[config.mk]
export PLATFORM = sky130hd
export DESIGN_NAME = seg_xlate
export DESIGN_NICKNAME = d
export VERILOG_FILES = /design/src/rtl/seg_xlate_pkg.sv /design/src/rtl/seg_decode.sv /design/src/rtl/seg_table.sv /design/src/rtl/seg_xlate_core.sv /design/src/rtl/seg_xlate.sv
export SDC_FILE = /design/constraint.sdc
export NUM_CORES = 1
export LEC_CHECK = 0
export BUFFER_PORTS_ARGS = -buffer_cell sky130_fd_sc_hd__buf_2
export CELL_PAD_IN_SITES_DETAIL_PLACEMENT = 2
export CELL_PAD_IN_SITES_GLOBAL_PLACEMENT = 2
export CORE_ASPECT_RATIO = 0.5
export CORE_MARGIN = 4
export CORE_UTILIZATION = 35
export CTS_CLUSTER_DIAMETER = 30
export DETAILED_ROUTE_END_ITERATION = 10
export PLACE_DENSITY_LB_ADDON = 0.1
export SETUP_SLACK_MARGIN = 0.05
export SYNTH_ARGS = -nofsm -noshare
export SYNTH_HDL_FRONTEND = slang
export SYNTH_SLANG_ARGS = --single-unit
[constraint.sdc]
create_clock -name clk_i -period 4.3 [get_ports clk_i]
set_clock_uncertainty 0.1 [all_clocks]
set_input_delay 0.86 -clock clk_i [delete_from_list [all_inputs] [get_ports clk_i]]
set_output_delay 0.86 -clock clk_i [all_outputs]
set_load 0.01 [all_outputs]
[src/rtl/seg_xlate_pkg.sv]
package seg_xlate_pkg;

  typedef enum logic {FLD_BASE = 1'b0, FLD_LIMIT = 1'b1} fld_e;

  function automatic int unsigned rst_base(input int unsigned i);
    case (i)
      0:       return 1000;
      1:       return 0;
      2:       return 600;
      3:       return 1500;
      default: return 0;
    endcase
  endfunction

  function automatic int unsigned rst_limit(input int unsigned i);
    case (i)
      0:       return 400;
      1:       return 500;
      2:       return 300;
      3:       return 400;
      default: return 0;
    endcase
  endfunction

endpackage

[src/rtl/seg_decode.sv]
module seg_decode #(
  parameter int unsigned VA_W    = 11,
  parameter int unsigned SEG_CNT = 4,
  parameter int unsigned SPAN    = 500,
  parameter int unsigned IDX_W   = 2,
  parameter int unsigned OFF_W   = 9
) (
  input  logic [VA_W-1:0]  va_i,
  output logic [IDX_W-1:0] idx_o,
  output logic [OFF_W-1:0] off_o,
  output logic             oor_o
);

  int unsigned cnt;
  logic [31:0] va_w;

  // window index = number of inner boundaries at or below va
  always_comb begin
    va_w = 32'(va_i);
    cnt  = 0;
    for (int unsigned k = 1; k < SEG_CNT; k++) begin
      if (va_w >= k * SPAN) cnt = cnt + 1;
    end
    idx_o = IDX_W'(cnt);
    off_o = OFF_W'(va_w - cnt * SPAN);
    oor_o = va_w >= SEG_CNT * SPAN;
  end

endmodule

[src/rtl/seg_table.sv]
module seg_table
  import seg_xlate_pkg::*;
#(
  parameter int unsigned SEG_CNT = 4,
  parameter int unsigned IDX_W   = 2,
  parameter int unsigned PA_W    = 12,
  parameter int unsigned LIM_W   = 9
) (
  input  logic             clk_i,
  input  logic             rst_ni,
  input  logic             we_i,
  input  logic             fld_i,
  input  logic [IDX_W-1:0] seg_i,
  input  logic [PA_W-1:0]  data_i,
  input  logic [IDX_W-1:0] rd_idx_i,
  output logic [PA_W-1:0]  base_o,
  output logic [LIM_W-1:0] limit_o
);

  logic [PA_W-1:0]  base_q [SEG_CNT];
  logic [LIM_W-1:0] lim_q  [SEG_CNT];

  always_ff @(posedge clk_i or negedge rst_ni) begin
    if (!rst_ni) begin
      for (int unsigned i = 0; i < SEG_CNT; i++) begin
        base_q[i] <= PA_W'(rst_base(i));
        lim_q[i]  <= LIM_W'(rst_limit(i));
      end
    end else if (we_i) begin
      if (fld_e'(fld_i) == FLD_LIMIT) lim_q[seg_i] <= data_i[LIM_W-1:0];
      else                            base_q[seg_i] <= data_i;
    end
  end

  assign base_o  = base_q[rd_idx_i];
  assign limit_o = lim_q[rd_idx_i];

  for (genvar g = 0; g < SEG_CNT; g++) begin : g_hold

    tbl_hold_chk: assert property (@(posedge clk_i) disable iff (!rst_ni)
      !(we_i && seg_i == IDX_W'(g)) |=> ($stable(base_q[g]) && $stable(lim_q[g])));
  end

endmodule

[src/rtl/seg_xlate_core.sv]
module seg_xlate_core #(
  parameter int unsigned VA_W  = 11,
  parameter int unsigned PA_W  = 12,
  parameter int unsigned OFF_W = 9,
  parameter int unsigned LIM_W = 9
) (
  input  logic [VA_W-1:0]  va_i,
  input  logic             kern_i,
  input  logic [OFF_W-1:0] off_i,
  input  logic             oor_i,
  input  logic [PA_W-1:0]  base_i,
  input  logic [LIM_W-1:0] limit_i,
  output logic [PA_W-1:0]  paddr_o,
  output logic             fault_o
);

  logic over;

  assign over    = 32'(off_i) >= 32'(limit_i);
  assign fault_o = !kern_i && (oor_i || over);
  assign paddr_o = kern_i ? PA_W'(va_i) : base_i + PA_W'(off_i);

endmodule

[src/rtl/seg_xlate.sv]
module seg_xlate #(
  parameter int unsigned VA_W    = 11,
  parameter int unsigned PA_W    = 12,
  parameter int unsigned SEG_CNT = 4,
  parameter int unsigned SPAN    = 500
) (
  input  logic                       clk_i,
  input  logic                       rst_ni,
  input  logic                       req_valid_i,
  input  logic [VA_W-1:0]            req_vaddr_i,
  input  logic                       req_kern_i,
  input  logic                       wr_en_i,
  input  logic                       wr_fld_i,
  input  logic [$clog2(SEG_CNT)-1:0] wr_seg_i,
  input  logic [PA_W-1:0]            wr_data_i,
  output logic                       rsp_valid_o,
  output logic [PA_W-1:0]            rsp_paddr_o,
  output logic                       rsp_trap_o
);

  localparam int unsigned IDX_W  = $clog2(SEG_CNT);
  localparam int unsigned OFF_W  = $clog2(SPAN);
  localparam int unsigned LIM_W  = $clog2(SPAN + 1);
  localparam int unsigned VA_TOP = SEG_CNT * SPAN;

  logic [IDX_W-1:0] idx;
  logic [OFF_W-1:0] off;
  logic             oor;
  logic [PA_W-1:0]  base;
  logic [LIM_W-1:0] limit;
  logic [PA_W-1:0]  paddr;
  logic             fault;
  logic             trap_d;
  logic [PA_W-1:0]  paddr_d;

  seg_decode #(.VA_W(VA_W), .SEG_CNT(SEG_CNT), .SPAN(SPAN), .IDX_W(IDX_W), .OFF_W(OFF_W)) u_dec (
    .va_i (req_vaddr_i),
    .idx_o(idx),
    .off_o(off),
    .oor_o(oor)
  );

  seg_table #(.SEG_CNT(SEG_CNT), .IDX_W(IDX_W), .PA_W(PA_W), .LIM_W(LIM_W)) u_tbl (
    .clk_i   (clk_i),
    .rst_ni  (rst_ni),
    .we_i    (wr_en_i && req_kern_i),
    .fld_i   (wr_fld_i),
    .seg_i   (wr_seg_i),
    .data_i  (wr_data_i),
    .rd_idx_i(idx),
    .base_o  (base),
    .limit_o (limit)
  );

  seg_xlate_core #(.VA_W(VA_W), .PA_W(PA_W), .OFF_W(OFF_W), .LIM_W(LIM_W)) u_core (
    .va_i   (req_vaddr_i),
    .kern_i (req_kern_i),
    .off_i  (off),
    .oor_i  (oor),
    .base_i (base),
    .limit_i(limit),
    .paddr_o(paddr),
    .fault_o(fault)
  );

  assign trap_d  = (req_valid_i && fault) || (wr_en_i && !req_kern_i);
  assign paddr_d = (req_valid_i && !trap_d) ? paddr : '0;

  always_ff @(posedge clk_i or negedge rst_ni) begin
    if (!rst_ni) begin
      rsp_valid_o <= 1'b0;
      rsp_trap_o  <= 1'b0;
      rsp_paddr_o <= '0;
    end else begin
      rsp_valid_o <= req_valid_i || wr_en_i;
      rsp_trap_o  <= trap_d;
      rsp_paddr_o <= paddr_d;
    end
  end


  rsp_lat_chk: assert property (@(posedge clk_i) disable iff (!rst_ni)
    (req_valid_i || wr_en_i) |=> rsp_valid_o);

  rsp_idle_chk: assert property (@(posedge clk_i) disable iff (!rst_ni)
    !(req_valid_i || wr_en_i) |=> !rsp_valid_o);

  trap_zero_chk: assert property (@(posedge clk_i) disable iff (!rst_ni)
    rsp_trap_o |-> (rsp_paddr_o == '0));

  kern_bypass_chk: assert property (@(posedge clk_i) disable iff (!rst_ni)
    (req_valid_i && req_kern_i) |=> (!rsp_trap_o && rsp_paddr_o == PA_W'($past(req_vaddr_i))));

  oor_trap_chk: assert property (@(posedge clk_i) disable iff (!rst_ni)
    (req_valid_i && !req_kern_i && 32'(req_vaddr_i) >= VA_TOP) |=> rsp_trap_o);

  user_wr_trap_chk: assert property (@(posedge clk_i) disable iff (!rst_ni)
    (wr_en_i && !req_kern_i) |=> rsp_trap_o);

endmodule

==> results.json, run 1 <==
{
  "coreArea_sq_um": 15370,
  "critPathMaxStageDelay_ns": 0.61,
  "tns_ns": -7.654,
  "required_ns": 4.48,
  "status": "finished, violations left",
  "path_cells": "buf_2, nand4_1, nor2_1, or2_4, fa_2, ha_4, ha_4, inv_2, fa_1, inv_2, ha_4, xnor2_4, ha_4, xnor2_4, ha_4, a31o_2, maj3_2, a31o_2, a21oi_2",
  "fmax_ghz": 0.2026,
  "path_clk_slew_ns": 0.08,
  "fin_crit_sh_pct": 114.8,
  "die_h_um": 96.57,
  "antenna_cells": 0,
  "synth_edf_count": 0,
  "synthArstFlopShare_pct": 100.0,
  "violations": "negative setup slack",
  "grt_overflow_total": 0,
  "clkLatencyLatePin_ns": 0.35,
  "ff_latch_area_sq_um": 2494,
  "tightest_slew_ns": 0.8402,
  "fillers": 1575,
  "final_util_pct": 45.34,
  "fp.dieW_um": 185.1,
  "ys_ff_latch": 98,
  "synth_fp_nets": 495,
  "dr.pass1.iters": 4,
  "synth_commonest_cells": "mux2_2, dfrtp_1, inv_1, dfstp_2, ha_1",
  "yosysUniqueCellTypes": 49,
  "yosys-top-cells-area": "dfrtp_1, mux2_2, dfstp_2",
  "slew_headroom_pct": 43.99,
  "slew_viol_final": 0,
  "dieArea_sq_um": 17880,
  "finalCriticalPeriod_ns": 4.937,
  "syn_inst": 427,
  "drt_iter0_drc": 91,
  "row_count": 32,
  "h-tree-depth": 3,
  "postRouteAntennaNets": 0,
  "syn_area_per_cell_sq_um": 12.86,
  "start_kind": "input pin",
  "vias": 3810,
  "clock-sinks": 98,
  "critPathKind": "in2reg",
  "antenna_found_initial": 0,
  "finalWirelength_um": 15740,
  "cp_max_fo": 3,
  "dp_hpwl_um": 11070,
  "grt_max_degree": 64,
  "cp-end-kind": "register",
  "power.total_mw": 4.027,
  "wl_per_cell_um": 21.33,
  "yosysTopAreaCell": "dfrtp_1",
  "setup_viol": 13,
  "min_path_type": "reg2reg",
  "ir_worst_vdd_uv": 214.2,
  "netlist_area_sq_um": 5492,
  "rsz0062_at_grt": "yes",
  "routabilityCongestion": 0.7803,
  "fin_nets": 597,
  "grt_pass1_vias": 4220,
  "ys.flop_type": "dfrtp_1",
  "drv_cap": 0,
  "synth_most_common_cell": "mux2_2",
  "drc": 0,
  "hold_violations": 0,
  "dp_cells": 717,
  "postLayoutSetupSlackWorst_ns": -0.6370,
  "numCtsBuffers": 9,
  "synth_top_cell_area_share_pct": 29.62,
  "yosysSeqAreaShare_pct": 45.41,
  "clk_path_buf_depth": 2,
  "worst_path_most_repeated_cell": "ha_4",
  "initial_core_util_pct": 35.72,
  "track_usage_pct": 18.08,
  "instances_no_fill": 738,
  "io_buffers": 44,
  "vias_per_cell": 5.163,
  "tritoncts": "done",
  "p_per_area_nw_per_um2": 577.7,
  "grt_pass1_wl_um": 24350,
  "drive_gt1_share_pct": 56.74,
  "ios": 45,
  "yosysWarnings": 0,
  "cts-root-buf": "clkbuf_16",
  "area_growth_pct": 26.93,
  "crit_arrival_ns": 5.12,
  "crit_slowest_cell": "fa_2",
  "leakage_nw": 3.044,
  "multi_input_area_sq_um": 3052
}
## timing repair
action | 4_1_cts | 5_1_grt
setup buffers | 2 | 2
pin swaps | 6 | 8
cloned | 0 | 1
gates resized for setup | 24 | 17
endpoints found under the setup margin | 13 | 13
hold buffers | 0 | 0
## cells in the final DEF, fill, tap and decap left out, types with 11 or more instances in the layout
cell type	instances
mux2_2	80
dfrtp_1	65
buf_4	54
buf_2	39
dfstp_2	33
inv_1	29
ha_1	25
mux4_2	21
nor2_1	20
o21ai_0	11
## sequential cells by signal, indices dropped and copies added (netlist names)
name,flops
rsp_trap_o,1
rsp_valid_o,1
u_tbl.lim_q,36
u_tbl.base_q,48
rsp_paddr_o,12
## layout make-up
cell class,count,area share [%]
Multi-Input combinational cell,283,43.78
Timing Repair Buffer,101,10.57
Inverter,36,1.975
Tap cell,204,3.662
Clock buffer,9,3.231
Clock inverter,7,1.005
Sequential cell,98,35.77
## critical path: cells and delay by family
family	cells	cell delay, ns
xor gates and xnor gates	2	0.35
buffers and inverters	3	0.21
adders and majority gates	8	2.72
AOI/OAI and AO/OA	3	0.57
and+or+nand+nor	3	0.42
## path summary, 6_finish.rpt
kind	start	endpoint	slack (ns)	cells after the start
max in group asynchronous	rst_ni	u_tbl.base_q[2]$_DFFE_PN1P_	2.69	2
min in group asynchronous	rst_ni	u_tbl.base_q[9]$_DFFE_PN0P_	0.50	1
worst min-delay path	u_tbl.lim_q[8]$_DFFE_PN1P_	u_tbl.lim_q[8]$_DFFE_PN1P_	0.40	2
worst min register to register	u_tbl.lim_q[8]$_DFFE_PN1P_	u_tbl.lim_q[8]$_DFFE_PN1P_	0.40	2
worst max register to register	u_tbl.base_q[25]$_DFFE_PN0P_	rsp_paddr_o[11]$_DFF_PN0_	1.11	10
worst max-delay path	req_vaddr_i[8]	rsp_paddr_o[11]$_DFF_PN0_	-0.64	19
## cell families after synthesis
family	share of synthesized area, %
compound gates	6.813
xor+xnor	2.825
fa+ha+maj	9.387
buf+inv	3.235
flops	45.41
mux	25.79
simple gates	6.539
## per-layer routing
| layer | wire length [um] | part of all wire (%) | vias to the layer above | GRT usage (%) |
|---|---|---|---|---|
| met3 | 334 | 2.1 | 13 | 2.917 |
| met2 | 7419 | 47 | 52 | 29.67 |
| met4 | 153 | 0.97 | 0 | 3.907 |
| li1 | - | - | 1743 | - |
| met5 | 0 | 0 | - | 0 |
| met1 | 7834 | 50 | 2002 | 25.56 |
## report_power, final
group / internal (mW) / leakage (nW) / switching (mW)
registers: 1.19 / 1.15 / 0.0997
clock network: 0.411 / 0.147 / 0.405
logic: 0.984 / 1.74 / 0.934
## per-stage QoR
| stage | setup WS, ns | cell area, sq um | hold slack, ns |
|---|---|---|---|
| 2_1_floorplan | -0.9096 | 5580 | 0.3689 |
| 3_3_place_gp | -1.252 | 6417 | 0.3834 |
| 3_5_place_dp | -1.323 | 6417 | 0.3888 |
| 4_1_cts | -0.6350 | 6820 | 0.4021 |
| 5_1_grt | -0.7447 | 6970 | 0.4293 |
| 6_report | -0.6370 | 6970 | 0.3982 |
Power figures use the tool's default switching activity.
==> inputs of run 2 (changes only) <==
Settings changed: ABC_AREA set to 1.
==> results.json, run 2 <==
{
  "status": "finished, violations left",
  "violations": "negative setup slack",
  "syn_area_per_cell_sq_um": 7.772,
  "vias_per_cell": 5.711,
  "instances_no_fill": 1065,
  "h-tree-depth": 3,
  "p_sw_mw": 2.000,
  "grt_pass1_vias": 6537,
  "antenna_found_initial": 1,
  "cp_num_cells": 28,
  "power_frac_clock_pct": 18.4,
  "track_usage_pct": 26.98,
  "hold_ws_ns": 0.3939,
  "rsz0062_at_grt": "yes",
  "numCtsBuffers": 9,
  "cts-root-buf": "clkbuf_16",
  "ios": 45,
  "finalWirelength_um": 30270,
  "crit_slowest_cell": "fa_1",
  "postRouteAntennaNets": 0,
  "drc": 0,
  "yosysSeqAreaShare_pct": 44.07,
  "drv_cap": 0,
  "min_path_type": "reg2reg",
  "clock-sinks": 98,
  "finalCriticalPeriod_ns": 5.444,
  "seqPwrFrac_pct": 28.0,
  "cp_max_fo": 3,
  "routabilityCongestion": 0.8414,
  "fp.dieW_um": 187.8,
  "power.internal_mw": 2.591,
  "critPathMaxStageDelay_ns": 0.55,
  "dieArea_sq_um": 18390,
  "synthSimpleGateAreaFrac_pct": 24.13,
  "fmax_ghz": 0.1837,
  "tritoncts": "done",
  "hold_violations": 0,
  "reg2reg_depth": 19,
  "r2r_setup_slack_ns": 1.08,
  "fin_crit_sh_pct": 126.6,
  "synth_compound_area_share_pct": 14.46,
  "worst_path_most_repeated_cell": "ha_4",
  "synthMuxAreaShare_pct": 0.5307,
  "critPathKind": "in2reg",
  "multi_input_area_sq_um": 3246,
  "cp-end-kind": "register",
  "grt_overflow_total": 0,
  "die_h_um": 97.91,
  "io_buffers": 44,
  "dp_slack_ns": -1.271,
  "clkLatencyLatePin_ns": 0.36,
  "synth_fa_ha_area_share_pct": 8.713,
  "vias": 6082,
  "hold_depth": 2,
  "slew_headroom_pct": 42.03,
  "final_common_cell": "nand2_1",
  "path_clk_slew_ns": 0.09,
  "yosysWarnings": 0,
  "netlist_area_sq_um": 5658,
  "power.total_mw": 4.592,
  "fillers": 1687,
  "synth_top_cell_area_share_pct": 28.75,
  "row_count": 32,
  "final_cell_mix": "nand2_1, o21ai_0, buf_4",
  "drive_gt1_share_pct": 33.49,
  "coreArea_sq_um": 15620,
  "synth_edf_count": 0,
  "place_area_sq_um": 6777,
  "wl_per_cell_um": 28.43,
  "grt_pass1_wl_um": 38180,
  "dr.pass1.iters": 5,
  "start_kind": "input pin",
  "ys.flop_type": "dfrtp_1",
  "required_ns": 4.46,
  "drt_iter0_drc": 410,
  "yosysUniqueCellTypes": 35,
  "dp_hpwl_um": 15250,
  "yosysTopAreaCell": "dfrtp_1",
  "ir_worst_vdd_uv": 252.2,
  "hold_buffers": 0,
  "synth_top_family_by_area": "simple AND/OR/NAND/NOR gates",
  "crit_family": "adder cells",
  "largest_register": "u_tbl.base_q",
  "switching_share_pct": 43.57,
  "dp_cells": 1033,
  "slew_viol_final": 0,
  "postLayoutSetupSlackWorst_ns": -1.144,
  "synth_most_common_cell": "nand2_1",
  "path_buf_inv": 6,
  "setup_viol": 13,
  "area_growth_pct": 34.79,
  "ys_ff_latch": 98,
  "largest_register_ffs": 48,
  "leakage_nw": 3.740,
  "synth_commonest_cells": "nand2_1, o21ai_0, inv_1, dfrtp_1, nor2_1",
  "yosys-top-cells-area": "dfrtp_1, dfstp_2, nand2_1",
  "tightest_slew_ns": 0.8696,
  "crit_arrival_ns": 5.61,
  "p_per_area_nw_per_um2": 602.1,
  "pwr-share-comb_pct": 53.6,
  "grt_max_degree": 60,
  "reg_top3": "u_tbl.base_q (48), u_tbl.lim_q (36), rsp_paddr_o (12)",
  "syn_inst": 728,
  "design_area_sq_um": 7626,
  "clk_path_buf_depth": 2,
  "fin_nets": 923,
  "synth_fp_nets": 796,
  "synthArstFlopShare_pct": 100.0,
  "ff_latch_area_sq_um": 2494,
  "yosys.area_share.xor_xnor_pct": 1.393,
  "initial_core_util_pct": 36.23
}
-- run 2: cell types whose count changed after synthesis, sizes merged, moves of 21 or more --
cell   before  now
inv        35   67
nor2       25   67
mux2       80    0
o21ai      15  119
mux4       21    0
nand2      10  222
-- run 2: timing repair --
action | 4_1_cts | 5_1_grt
resized for setup | 41 | 47
pin swaps | 18 | 25
endpoints found under the setup margin | 13 | 13
endpoints found under the hold margin | 0 | 0
setup buffers | 8 | 6
gates cloned | 0 | 1
-- run 2: metal layers --
layer | up-vias | GRT usage, % | wire [um]
met1 | 3088 | 33.83 | 12070
met4 | 0 | 9.414 | 1564
met3 | 123 | 4.500 | 1596
met2 | 256 | 47.54 | 15040
li1 | 2615 | - | -
met5 | - | 0 | 0
-- run 2: cell type report --
class                   count  share of cell area, %
diodes                      1                0.03281
clock buffers              10                  3.002
clock inverters             6                 0.7547
inverters                  67                  3.363
multi-input cells         534                  42.56
flip-flops and latches     98                  32.70
well taps                 204                  3.347
repair buffers            145                  14.24
-- run 2: path summary, 6_finish.rpt --
path,from,end
max in group asynchronous,rst_ni,u_tbl.lim_q[8]$_DFFE_PN1P_
worst min register to register,u_tbl.base_q[17]$_DFFE_PN0P_,u_tbl.base_q[17]$_DFFE_PN0P_
worst min-delay path,u_tbl.base_q[17]$_DFFE_PN0P_,u_tbl.base_q[17]$_DFFE_PN0P_
min in group asynchronous,rst_ni,u_tbl.lim_q[29]$_DFFE_PN0P_
worst max register to register,u_tbl.base_q[0]$_DFFE_PN0P_,rsp_paddr_o[10]$_DFF_PN0_
worst max-delay path,req_vaddr_i[6],rsp_paddr_o[10]$_DFF_PN0_
-- run 2: cell families (layout without fill, tap and decap cells) --
group                    count (synthesis)  in the layout
AO/OA/AOI/OAI                          156            156
flip-flops                              98             98
AND/OR/NAND/NOR                        329            329
other                                    0              1
adder cells (fa/ha/maj)                 37             37
buffers and inverters                   96            228
multiplexers                             3              3
XOR/XNOR                                 9              9
-- run 2: power by group through the flow --
stage | combinational (mW) | clock (mW) | sequential (mW)
2_1_floorplan | 0.956 | 0 | 1.25
3_3_place_gp | 1.55 | 0 | 1.26
3_5_place_dp | 1.65 | 0 | 1.27
4_1_cts | 1.93 | 0.838 | 1.26
5_1_grt | 2.59 | 0.911 | 1.30
6_report | 2.46 | 0.847 | 1.28
-- run 2: metrics by stage --
| stage | setup TNS (ns) | util (%) |
|---|---|---|
| floorplan | -7.323 | - |
| global placement | -11.83 | 43.40 |
| detailed placement | -14.85 | 43.40 |
| CTS | -7.858 | 47.07 |
| global route | -14.30 | 48.84 |
| finish | -13.05 | 48.84 |
-- run 2: tightest hold or removal path, cell delays in order, from the launching register on --
cell	delay [ns]
dfrtp_1	0.35
nand2_1	0.05
o21ai_0	0.06
==> inputs of run 3 (changes only) <==
--- a/config.mk
+++ b/config.mk
@@ -16,5 +16,5 @@
 export DETAILED_ROUTE_END_ITERATION = 10
 export PLACE_DENSITY_LB_ADDON = 0.1
-export SETUP_SLACK_MARGIN = 0.05
+export SETUP_SLACK_MARGIN = 0.1
 export SYNTH_ARGS = -nofsm -noshare
 export SYNTH_HDL_FRONTEND = slang
==> constraint.sdc (replaced) <==
create_clock -name clk_i -period 6.66 [get_ports clk_i]
set_clock_uncertainty 0.1 [all_clocks]
set_input_delay 0.999 -clock clk_i [delete_from_list [all_inputs] [get_ports clk_i]]
set_output_delay 0.999 -clock clk_i [all_outputs]
set_load 0.01 [all_outputs]
==> results.json, run 3 (synthesized netlist as in run 2, its figures left out) <==
{
  "status": "finished, final reports clean",
  "setup_viol": 0,
  "grt_pass1_wl_um": 29970,
  "cp_max_fo": 4,
  "min_from": "u_tbl.base_q[32]$_DFFE_PN0P_",
  "final_common_cell": "nand2_1",
  "h-tree-depth": 3,
  "fmax_ghz": 0.1738,
  "leakage_nw": 3.195,
  "start_kind": "input pin",
  "dr.pass1.iters": 4,
  "final_cell_mix": "nand2_1, o21ai_0, inv_1",
  "p_per_area_nw_per_um2": 350.4,
  "coreArea_sq_um": 15620,
  "antenna_found_initial": 0,
  "die_h_um": 97.91,
  "r2r_setup_slack_ns": 3.37,
  "routabilityCongestion": 0.7597,
  "finalWirelength_um": 18260,
  "worst_r2r_endpoint": "rsp_paddr_o[9]$_DFF_PN0_",
  "hold_depth": 2,
  "vias": 4971,
  "grt_max_degree": 80,
  "track_usage_pct": 20.57,
  "area_growth_pct": 12.43,
  "row_count": 32,
  "dieArea_sq_um": 18390,
  "drc": 0,
  "tightest_slew_ns": 1.054,
  "instances_no_fill": 967,
  "tritoncts": "done",
  "postRouteAntennaNets": 0,
  "drt_iter0_drc": 167,
  "fin_nets": 826,
  "hold-path-endpoint": "u_tbl.base_q[32]$_DFFE_PN0P_",
  "dp_hpwl_um": 12750,
  "place_area_sq_um": 6053,
  "r2r_start": "u_tbl.base_q[4]$_DFFE_PN1P_",
  "fin_crit_sh_pct": 86.37,
  "path_clk_slew_ns": 0.07,
  "io_buffers": 44,
  "rsz0062_at_grt": "no",
  "clock-sinks": 98,
  "clkLatencyLatePin_ns": 0.35,
  "largest_register": "u_tbl.base_q",
  "reg_top3": "u_tbl.base_q (48), u_tbl.lim_q (36), rsp_paddr_o (12)",
  "cts-root-buf": "clkbuf_16",
  "cts_setup_buffers": 0,
  "fp.dieW_um": 187.8,
  "slew_headroom_pct": 29.73,
  "min_path_type": "reg2reg",
  "largest_register_ffs": 48,
  "drv_cap": 0,
  "drive_gt1_share_pct": 15.60,
  "cp-end-kind": "register",
  "required_ns": 6.81,
  "dp_cells": 951,
  "reg2reg_depth": 16,
  "ir_worst_vdd_uv": 156.4,
  "crit_arrival_ns": 5.90,
  "finalCriticalPeriod_ns": 5.752,
  "antenna_cells": 0,
  "tns_ns": 0,
  "grt_pass1_vias": 5381,
  "critPathKind": "in2reg",
  "initial_core_util_pct": 36.23,
  "clk_path_buf_depth": 2,
  "hold_buffers": 0,
  "wl_per_cell_um": 18.89,
  "cts_resized": 0,
  "numCtsBuffers": 9,
  "slew_viol_final": 0,
  "hold_violations": 0,
  "hold_ws_ns": 0.3851,
  "grt_overflow_total": 0,
  "design_area_sq_um": 6361,
  "vias_per_cell": 5.141,
  "ios": 45
}
## run 3: cell types whose count changed in the layout (fill, tap and decap cells not counted), sizes merged
cell	change
buf	-96
inv	-2
bufinv	+1
clkbuf	-1
clkinvlp	+1
diode	-1
## run 3: where the power goes
group	total (mW)	internal, mW	leakage [nW]	switching, mW
combinational	0.874	0.311	1.87	0.564
clock	0.549	0.305	0.150	0.244
sequential	0.805	0.746	1.17	0.0593
total	2.23	1.36	3.19	0.867
## run 3: worst max path at each step
stage	slack [ns]	startpoint	end	depth (start not counted)
after floorplan	1.00	req_vaddr_i[8]	rsp_paddr_o[10]$_DFF_PN0_	30
after global placement	0.74	req_vaddr_i[5]	rsp_paddr_o[9]$_DFF_PN0_	28
after detailed placement	0.56	req_vaddr_i[5]	rsp_paddr_o[9]$_DFF_PN0_	28
after CTS	0.90	req_vaddr_i[7]	rsp_paddr_o[10]$_DFF_PN0_	28
after global routing	0.45	req_vaddr_i[3]	rsp_paddr_o[9]$_DFF_PN0_	27
final	0.91	req_vaddr_i[7]	rsp_paddr_o[10]$_DFF_PN0_	28
## run 3: routing by layer
layer	track usage, %	vias to the layer above	part of all wire [%]
li1	-	2412	-
met1	29.18	2492	51
met2	33.76	56	46
met3	3.821	11	2.3
met4	3.100	0	0.79
met5	0	-	0
## run 3: cell type report
type,instances,area (sq um)
clock buffer,10,239.0
clock inverter,6,68.82
timing repair buffer,48,265.3
tap,204,255.2
sequential,98,2494
inverter,67,251.5
fill,1828,9254
multi-input combinational,534,2788
## run 3: stage by stage
stage / utilization, % / total power, mW / setup WS [ns]
floorplan: - / 1.402 / 1.001
global placement: 38.77 / 1.642 / 0.7435
detailed placement: 38.77 / 1.685 / 0.5558
CTS: 40.74 / 2.256 / 0.9034
global route: 40.74 / 2.424 / 0.4528
finish: 40.74 / 2.229 / 0.9077
## run 3: critical path, cell delays in order
cell      delay (ns)
buf_2           0.12
nand3_2         0.10
nor2_1          0.14
o211ai_1        0.10
and3_1          0.17
inv_1           0.11
fa_2            0.46
ha_1            0.35
ha_1            0.32
inv_1           0.07
fa_1            0.53
inv_1           0.04
ha_1            0.33
xnor2_1         0.22
ha_1            0.31
xnor2_1         0.31
ha_1            0.25
nand2_1         0.09
inv_1           0.07
nand4_1         0.09
o211ai_1        0.16
nand3_2         0.12
nand2_1         0.10
nand2_1         0.05
nand2_1         0.07
nand3_1         0.07
nand2_1         0.08
inv_1           0.04
